`src/rtl/burst_pkg.sv`:
```
`timescale 1ns/1ps
package burst_pkg;
  // Stored content: address tag in low byte, scrambled tag in high byte
  function automatic logic [15:0] fill_word(input int unsigned idx);
    logic [7:0] t;
    t = idx[7:0];
    return {t ^ 8'h5A, t};
  endfunction
endpackage

```
`src/rtl/burst_ctrl.sv`:
```
`timescale 1ns/1ps
module burst_ctrl #(
  parameter int ADDR_W    = 19,
  parameter int BURST_LEN = 32,
  parameter int INIT_LAT  = 2,
  parameter int BURST_LAT = 1
) (
  input  logic              clk,
  input  logic              rst,
  input  logic              load_n,
  input  logic              adv_n,
  input  logic [ADDR_W-1:0] addr_in,
  output logic              rd_en,
  output logic [ADDR_W-1:0] rd_addr,
  output logic              valid_o,
  output logic              last_n_o
);
  localparam int OFF_W   = $clog2(BURST_LEN);
  localparam int MAX_LAT = (INIT_LAT > BURST_LAT) ? INIT_LAT : BURST_LAT;
  localparam int CNT_W   = $clog2(MAX_LAT + 1);
  localparam logic [OFF_W-1:0] OFF_MAX = OFF_W'(BURST_LEN - 1);

  logic [ADDR_W-1:0] start_q;
  logic [OFF_W-1:0]  off_q;
  logic [OFF_W-1:0]  off_nxt;
  logic [CNT_W-1:0]  wait_q;
  logic              valid_q;
  logic              last_n_q;
  logic              do_load;
  logic              do_adv;
  logic              do_land;

  assign do_load = !load_n;
  assign do_adv  = load_n && !adv_n && valid_q;
  assign do_land = load_n && (wait_q == CNT_W'(1));
  assign off_nxt = off_q + 1'b1;

  always_comb begin
    if (do_load)
      rd_addr = addr_in;
    else if (do_adv)
      rd_addr = start_q + ADDR_W'(off_nxt);
    else
      rd_addr = start_q + ADDR_W'(off_q);
    rd_en = (do_load && INIT_LAT == 1) || (do_adv && BURST_LAT == 1) || do_land;
  end

  always_ff @(posedge clk) begin
    if (rst) begin
      start_q  <= '0;
      off_q    <= '0;
      wait_q   <= '0;
      valid_q  <= 1'b0;
      last_n_q <= 1'b1;
    end else if (do_load) begin
      start_q  <= addr_in;
      off_q    <= '0;
      last_n_q <= 1'b1;
      if (INIT_LAT == 1) begin
        valid_q <= 1'b1;
        wait_q  <= '0;
      end else begin
        valid_q <= 1'b0;
        wait_q  <= CNT_W'(INIT_LAT - 1);
      end
    end else if (wait_q != '0) begin
      wait_q <= wait_q - 1'b1;
      if (wait_q == CNT_W'(1)) begin
        valid_q  <= 1'b1;
        last_n_q <= !(off_q == OFF_MAX);
      end
    end else if (do_adv) begin
      off_q <= off_nxt;
      if (BURST_LAT == 1) begin
        valid_q  <= 1'b1;
        last_n_q <= !(off_nxt == OFF_MAX);
      end else begin
        valid_q  <= 1'b0;
        last_n_q <= 1'b1;
        wait_q   <= CNT_W'(BURST_LAT - 1);
      end
    end
  end

  assign valid_o  = valid_q;
  assign last_n_o = last_n_q;

  AST_LOAD_CAPTURE: assert property (@(posedge clk) disable iff (rst)
    !load_n |=> (off_q == '0 && start_q == $past(addr_in)));
  AST_STEP_ONE: assert property (@(posedge clk) disable iff (rst)
    (load_n && !adv_n && valid_q) |=> (off_q == OFF_W'($past(off_q) + 1'b1)));
  AST_HOLD_IDLE: assert property (@(posedge clk) disable iff (rst)
    (load_n && adv_n && valid_q) |=> (valid_q && $stable(off_q) && $stable(start_q)));
  AST_END_MARK: assert property (@(posedge clk) disable iff (rst)
    !last_n_q |-> (valid_q && off_q == OFF_MAX));
  AST_PEND_NO_STEP: assert property (@(posedge clk) disable iff (rst)
    (load_n && !valid_q) |=> $stable(off_q));
endmodule

```
`src/rtl/burst_rom.sv`:
```
`timescale 1ns/1ps
module burst_rom #(
  parameter int ADDR_W = 19,
  parameter int DATA_W = 16,
  parameter int IDX_W  = 8
) (
  input  logic              clk,
  input  logic              rst,
  input  logic              rd_en,
  input  logic [ADDR_W-1:0] rd_addr,
  output logic [DATA_W-1:0] word_o
);
  import burst_pkg::*;
  localparam int DEPTH = 1 << IDX_W;

  logic [DATA_W-1:0] mem [DEPTH];

  initial begin
    for (int i = 0; i < DEPTH; i++) mem[i] = DATA_W'(fill_word(i));
  end

  always_ff @(posedge clk) begin
    if (rst)
      word_o <= '0;
    else if (rd_en)
      word_o <= mem[rd_addr[IDX_W-1:0]];
  end

  AST_WORD_HOLD: assert property (@(posedge clk) disable iff (rst)
    !rd_en |=> $stable(word_o));
endmodule

```
`src/rtl/burst_bus.sv`:
```
`timescale 1ns/1ps
module burst_bus #(
  parameter int DATA_W = 16
) (
  input  logic              ce_n,
  input  logic              oe_n,
  input  logic              we_n,
  input  logic [DATA_W-1:0] word_i,
  output logic [DATA_W-1:0] dq,
  output logic              dq_drv
);
  always_comb begin
    dq_drv = !ce_n && !oe_n && we_n;
    dq     = dq_drv ? word_i : '0;
  end
endmodule

```
`src/rtl/burst_seq_top.sv`:
```
`timescale 1ns/1ps
module burst_seq_top #(
  parameter int ADDR_W    = 19,
  parameter int DATA_W    = 16,
  parameter int BURST_LEN = 32,
  parameter int INIT_LAT  = 2,
  parameter int BURST_LAT = 1,
  parameter int IDX_W     = 8
) (
  input  logic              clk,
  input  logic              rst,
  input  logic              load_n,
  input  logic              adv_n,
  input  logic [ADDR_W-1:0] addr_in,
  input  logic              ce_n,
  input  logic              oe_n,
  input  logic              we_n,
  output logic [DATA_W-1:0] dq,
  output logic              dq_drv,
  output logic              valid,
  output logic              last_n
);
  logic              rd_en;
  logic [ADDR_W-1:0] rd_addr;
  logic [DATA_W-1:0] word;

  burst_ctrl #(.ADDR_W(ADDR_W), .BURST_LEN(BURST_LEN),
               .INIT_LAT(INIT_LAT), .BURST_LAT(BURST_LAT)) u_ctrl (
    .clk(clk), .rst(rst), .load_n(load_n), .adv_n(adv_n), .addr_in(addr_in),
    .rd_en(rd_en), .rd_addr(rd_addr), .valid_o(valid), .last_n_o(last_n)
  );

  burst_rom #(.ADDR_W(ADDR_W), .DATA_W(DATA_W), .IDX_W(IDX_W)) u_rom (
    .clk(clk), .rst(rst), .rd_en(rd_en), .rd_addr(rd_addr), .word_o(word)
  );

  burst_bus #(.DATA_W(DATA_W)) u_bus (
    .ce_n(ce_n), .oe_n(oe_n), .we_n(we_n), .word_i(word),
    .dq(dq), .dq_drv(dq_drv)
  );
endmodule

```
`config.mk`:
```
export PLATFORM = sky130hd
export DESIGN_NAME = burst_seq_top
export DESIGN_NICKNAME = d
export VERILOG_FILES = /design/src/rtl/burst_pkg.sv /design/src/rtl/burst_ctrl.sv /design/src/rtl/burst_rom.sv /design/src/rtl/burst_bus.sv /design/src/rtl/burst_seq_top.sv
export SDC_FILE = /design/constraint.sdc
export NUM_CORES = 1
export LEC_CHECK = 0
export ABC_AREA = 1
export BUFFER_PORTS_ARGS = -buffer_cell sky130_fd_sc_hd__buf_2
export CAP_MARGIN = 20
export CORE_UTILIZATION = 40
export CTS_BUF_LIST = sky130_fd_sc_hd__clkbuf_2
export DETAILED_ROUTE_END_ITERATION = 7
export PLACE_DENSITY = 0.67
export SYNTH_ARGS = -nofsm -noshare
export SYNTH_HDL_FRONTEND = slang
export SYNTH_SLANG_ARGS = --single-unit
export TNS_END_PERCENT = 5
```
`constraint.sdc`:
```
create_clock -name clk -period 1.83 [get_ports clk]
set_input_delay 0.183 -clock clk [delete_from_list [all_inputs] [get_ports clk]]
set_output_delay 0.183 -clock clk [all_outputs]
set_load 0.03 [all_outputs]
```
Word level (Yosys, flattened, before mapping)
Memories as Yosys holds them, arrays and structs flattened. A register that Yosys moved wholly into a read port is not among the register bits.
Cells that the tools add are included.
Widths: inputs -> output; s select.
- register bits: 17
- bits in read-only memories: 4096
- bits of input ports: 26
- word-level logic and storage cells: 45
- memories: 1
- memory list (memory ; depth ; bits a word ; read ports ; clocked after Yosys merged registers in ; write ports ; RTL line ; text):
    u_rom.mem ; 256 ; 16 ; 1 ; 1 ; 0 ; burst_rom.sv:16 ; logic [DATA_W-1:0] mem [DEPTH];
- add/sub/neg operators: 4
- eq/ne operators: 5
- multiplexer cells: 11
- bitwise operators: 2
- reduce and logical (&&, ||, !) cells: 16
- operators by type and width (kind ; number):
    $add 8x5->8 ; 2
    $mux 16 ; 1
    $mux 8 ; 2
    $eq 5x5->1 const B ; 2
    $mux 1 ; 8
    $add 5x1->5 const B ; 1
    $logic_and 1x1->1 ; 5
    $logic_not 1->1 ; 5
    $reduce_and 2->1 ; 2
    $reduce_bool 2->1 ; 2
    $eq 2x1->1 const B ; 1
    $ne 2x1->1 const B ; 1
    $ne 2x2->1 const B ; 1
    $not 1->1 ; 2
    $reduce_or 2->1 ; 1
    $sub 2x1->2 const B ; 1
    $logic_or 1x1->1 ; 1

Logic depth before layout (Yosys ltp)
- depth after elaboration: 5
- depth in mapped cells: 17
- gate-level depth less buffers: 17

Hierarchy
Synthesis repeated with hierarchy kept, for this count alone.
- cells, all modules: 404
- area total of the unflattened synthesis: 2578.7 um2
- modules (own cells, without submodules) (module ; times used ; cells each ; area an instance (um2)):
    burst_ctrl ; 1 ; 311 ; 1949.4
    burst_rom ; 1 ; 57 ; 454.2
    burst_bus ; 1 ; 36 ; 175.2

Worst setup path before layout
Ideal clock, no wire load.
- path type: register to register
- start: register u_ctrl.valid_q (netlist: u_ctrl.valid_o)
- end: register u_rom.word_o[12] (read register of u_rom.mem)
- library setup time: 0.071 ns
- arrival time: 1.999 ns
- required time: 1.759 ns
- path slack: -0.240 ns
- stages on the path, launching flop included: 15
- path buffers: 0
- period minus slack after synthesis: 2.070 ns
- cells stage by stage: dfxtp_1 > nand2_4 > xor2_1 > ha_1 > inv_1 > fa_1 > inv_1 > nand3_1 > nand2_1 > nand2_1 > nand2_1 > nand2_1 > nand2_1 > nand2_1 > a21oi_1
- longest elaborated chain between the ends: 3
- RTL lines (item ; RTL line ; text):
    from (decl) ; burst_ctrl.sv:27 ; logic valid_q;
    from (signal assigned) ; burst_ctrl.sv:53 ; valid_q <= 1'b0;
    from (signal assigned) ; burst_ctrl.sv:60 ; valid_q <= 1'b1;
    from (signal assigned) ; burst_ctrl.sv:63 ; valid_q <= 1'b0;
    $logic_and 1x1->1 * ; burst_ctrl.sv:34 ; assign do_adv = load_n && !adv_n && valid_q;
    $mux 8 ; burst_ctrl.sv:41 ; else if (do_adv)
    $mux 8 ; burst_ctrl.sv:39 ; if (do_load)
    to (decl) ; burst_rom.sv:11 ; output logic [DATA_W-1:0] word_o
Every way passes the cells marked *; elsewhere a longest branch is shown, timed or not.
A chain may end at the register's enable or synchronous reset.

Worst setup path after layout
- start: register u_ctrl.off_q[0]
- end: register u_rom.word_o[7] (read register of u_rom.mem)
- longest elaborated chain between the ends: 4
- RTL lines (item ; RTL line ; text):
    from (decl) ; burst_ctrl.sv:24 ; logic [OFF_W-1:0] off_q;
    from (signal assigned) ; burst_ctrl.sv:73 ; off_q <= off_nxt;
    $add 5x1->5 ; burst_ctrl.sv:36 ; assign off_nxt = off_q + 1'b1;
    via u_ctrl.off_nxt[4] ; burst_ctrl.sv:25 ; logic [OFF_W-1:0] off_nxt;
    $add 8x5->8 ; burst_ctrl.sv:42 ; rd_addr = start_q + ADDR_W'(off_nxt);
    $mux 8 ; burst_ctrl.sv:41 ;
    $mux 8 ; burst_ctrl.sv:39 ;
The timed path passes the listed nets, and every way through them passes these cells.

==> flow_metrics.py <==
metrics = {
    "critical_path": {
        "critical_path_start_type": "register",
        "critPathCaptureType": "register",
        "cp_data_required_time_ps": 2110,
        "crit_path_end": "u_rom.word_o[7]",
        "r2r-start": "u_ctrl.off_q[0]",
        "path_class": "register to register",
        "critical_path.cell_chain": "ha_4 > nand2_2 > nor2_2 > ha_1 > nand2_1 > o21ai_2 > ha_4 > buf_4 > a21oi_2 > nand2_2 > nand3_1 > nand2_1 > nor2_1 > nor2_1",
        "reg2regPathDepth": 14,
        "data_arrival_time_of_the_worst_path_ps": 2340,
        "timing.critical_path.slowest_cell_delay_ps": 400,
        "critPathMaxFanout": 3,
        "slowest_stage": "sky130_fd_sc_hd__dfxtp_4",
        "reg2reg_slack_ps": -230,
        "critPathLaunch": "u_ctrl.off_q[0]",
        "r2r-end": "u_rom.word_o[7]",
    },
    "detailed_routing": {
        "average_wire_per_cell_in_the_routed_design_um": 11.2,
        "via_count": 1613,
        "first_pass_iters": 4,
        "initialDrtViolationCount": 107,
        "detail_route.drc_violations": 0,
        "vias_per_cell": 4.74,
        "final_antenna_net_count": 0,
        "drt-total-wl_um": 3800,
    },
    "run_status": {
        "violated_checks": "negative setup slack",
        "run_status": "finished with violations",
    },
    "hold_path": {
        "worstHoldPathType": "primary input to register",
    },
    "grt": {
        "first_global_vias": 1503,
        "overflow": 0,
        "global_route.usage.total_pct": 19.5,
        "antenna_found_initial": 0,
        "grt_start_max_net_pins": 20,
        "wire_length_of_the_first_global_routing_pass_um": 6460,
    },
    "power_and_ir_drop": {
        "p_leak_uw": 0.00102,
        "vdd.ir_drop.worst_mv": 0.286,
        "power-per-cell-area_nw_per_um2": 561,
    },
    "timing": {
        "max_clock_freq_ghz": 0.485,
        "setup-violations-final": 10,
        "drv_slew": 0,
        "fin_crit_ps": 2060,
        "layout_setup_ws_ps": -234,
        "setup_repair_after_global_routing_missed_its_margin": "yes",
        "hold_slack_ps": 36.1,
        "timing.final.crit_share_pct": 113,
        "worst_margin_slew_ps": 408,
        "number_of_hold_slack_violations_in_the_final_timing_report": 0,
        "finClkSkew_ps": 12.6,
        "slew_headroom_pct": 72.7,
        "tns_ps": -1520,
    },
    "layout": {
        "post_route_cells_drive_above_1_share_pct": 34.1,
        "final_nets": 329,
        "area.growth.synth_to_final_pct": 29.9,
        "multiInputGateArea_um2": 1020,
        "final_design_area_no_fill_um2": 2160,
        "filler_cell_count": 411,
        "number_of_inserted_diodes": 0,
        "final-seq-area_um2": 589,
    },
    "die": {
        "die_area_um2": 4430,
        "die_height_um": 66.6,
        "floorplan.initialDensity_pct": 41.7,
        "placementRows": 23,
        "die_w_um": 66.6,
        "placeableCoreArea_um2": 4000,
        "design.portCount": 45,
    },
    "synth": {
        "cell_type_with_the_largest_total_area_after_synthesis": "sky130_fd_sc_hd__dfxtp_1",
        "seq_area_frac_synth_pct": 34.8,
        "synthesis.yosys.warnings": 0,
        "synth.top_cells.by_area": "sky130_fd_sc_hd__dfxtp_1 35%, sky130_fd_sc_hd__nand2_1 11%, sky130_fd_sc_hd__ha_1 8.3%",
        "synth_fp_nets": 279,
        "syn-mean-instance-area_um2": 6.92,
        "synth_largest_type_area_fraction_pct": 34.8,
        "number_of_library_cell_types_mapped_by_synthesis": 25,
        "netlist_area_um2": 1670,
        "postSynthCellCount": 241,
        "synth.ff_latch_count": 29,
    },
    "clock_tree": {
        "cts.htree.levels": 2,
        "cts-root-to-sink-buffers": 2,
        "clkLatencyLatePin_ps": 360,
        "cts_buffers": 5,
        "path_clk_slew_ps": 150,
        "cts_hold_buf": 0,
        "clk_root_buffer_cell": "sky130_fd_sc_hd__clkbuf_2",
        "cts_num_sinks": 29,
        "cts_tree": "yes",
    },
    "place": {
        "dp_hpwl_um": 2720,
        "buffers_on_ports": 33,
        "placement.cell_area_um2": 1960,
        "finalWeightedCongestion": 0.793,
        "dp_slack_ps": -312,
    },
    "flow_run": {
        "timing.max_cap.violations": 0,
    },
}
## kinds of logic (layout without fill, tap and decap cells)
logic type,count (synthesis),count (layout),share of synthesized area (%)
buffers and inverters,48,97,12.3
AO/OA/AOI/OAI,50,50,16.2
adder cells (fa/ha/maj),12,12,9.46
flip-flops,29,29,34.8
AND/OR/NAND/NOR,99,99,25.6
XOR/XNOR,3,3,1.58
## placed cells by master, fill, tap and decap left out, drive strengths merged, types with 2 or more instances in the layout
cell,n
a211oi,3
a21oi,23
buf,53
clkbuf,5
dfxtp,29
ha,11
inv,37
nand2,53
nand3,12
nand3b,2
nor2,31
o21ai,22
xor2,3
## registers in the layout, indices dropped and copies added, names as in the netlist
signal and cells:
u_rom.word_o 12, u_ctrl.start_q 8, u_ctrl.wait_q 2, u_ctrl.last_n_o 1, u_ctrl.valid_o 1, u_ctrl.off_q 5
## how the worst min path moves through the flow
| stage | slack, ps | cells past startpoint | from | to |
|---|---|---|---|---|
| floorplan | 320 | 2 | addr_in[3] | u_ctrl.start_q[3] |
| global placement | 420 | 3 | addr_in[2] | u_ctrl.start_q[2] |
| detailed placement | 420 | 3 | addr_in[2] | u_ctrl.start_q[2] |
| CTS | 20 | 3 | addr_in[2] | u_ctrl.start_q[2] |
| global route | 20 | 3 | addr_in[2] | u_ctrl.start_q[2] |
| finish | 40 | 3 | addr_in[2] | u_ctrl.start_q[2] |
## power breakdown
part | internal (uW) | switching [uW] | total, uW
clock | 77.8 | 218 | 295
combinational | 86.9 | 142 | 229
sequential | 667 | 22.3 | 690
total | 832 | 382 | 1210
## through the flow
step	instances	total power, uW	util (%)
after floorplan	241	852	-
after global placement	329	911	49.1
after detailed placement	329	914	49.1
after CTS	339	1220	52.4
after global routing	340	1300	54.1
final	340	1210	54.1
## layer usage
layer	track usage (%)	vias to the layer above	routed length [um]
li1	-	854	-
met1	23.9	720	1780
met3	5.82	5	215
met5	0	-	0
met4	6.38	0	46
met2	32.2	34	1760
## timing repair
action | CTS | global route
setup buffers | 4 | 1
gates resized for setup | 18 | 16
cloned | 0 | 0
pin swaps | 11 | 15
endpoints found under the setup margin | 11 | 11
## critical path: cells and delay by family (launching register included)
family	cells	cell delay [ps]
fa+ha+maj	3	730
simple gates	8	500
flops	1	400
compound gates	2	210
buf+inv	1	140
## area by class of cell
type                            count  area share, %
Sequential cell                    29           27.2
Clock buffer                        5           1.16
Timing Repair Buffer               53           14.6
Tap cell                           50           2.89
Clock inverter                      1          0.231
Multi-Input combinational cell    164           47.2
Inverter                           38           6.76
## cells in the mapped netlist, drive strengths merged
library cell / instances
fa: 1
nand3: 12
nor2: 31
buf: 8
xor2: 3
a21oi: 23
o22ai: 1
nand3b: 2
dfxtp: 29
ha: 11
clkbuf: 2
o21ai: 22
a211oi: 3
nand4: 1
inv: 38
nand2: 53
a31oi: 1
(Power assumes the default switching activity.)
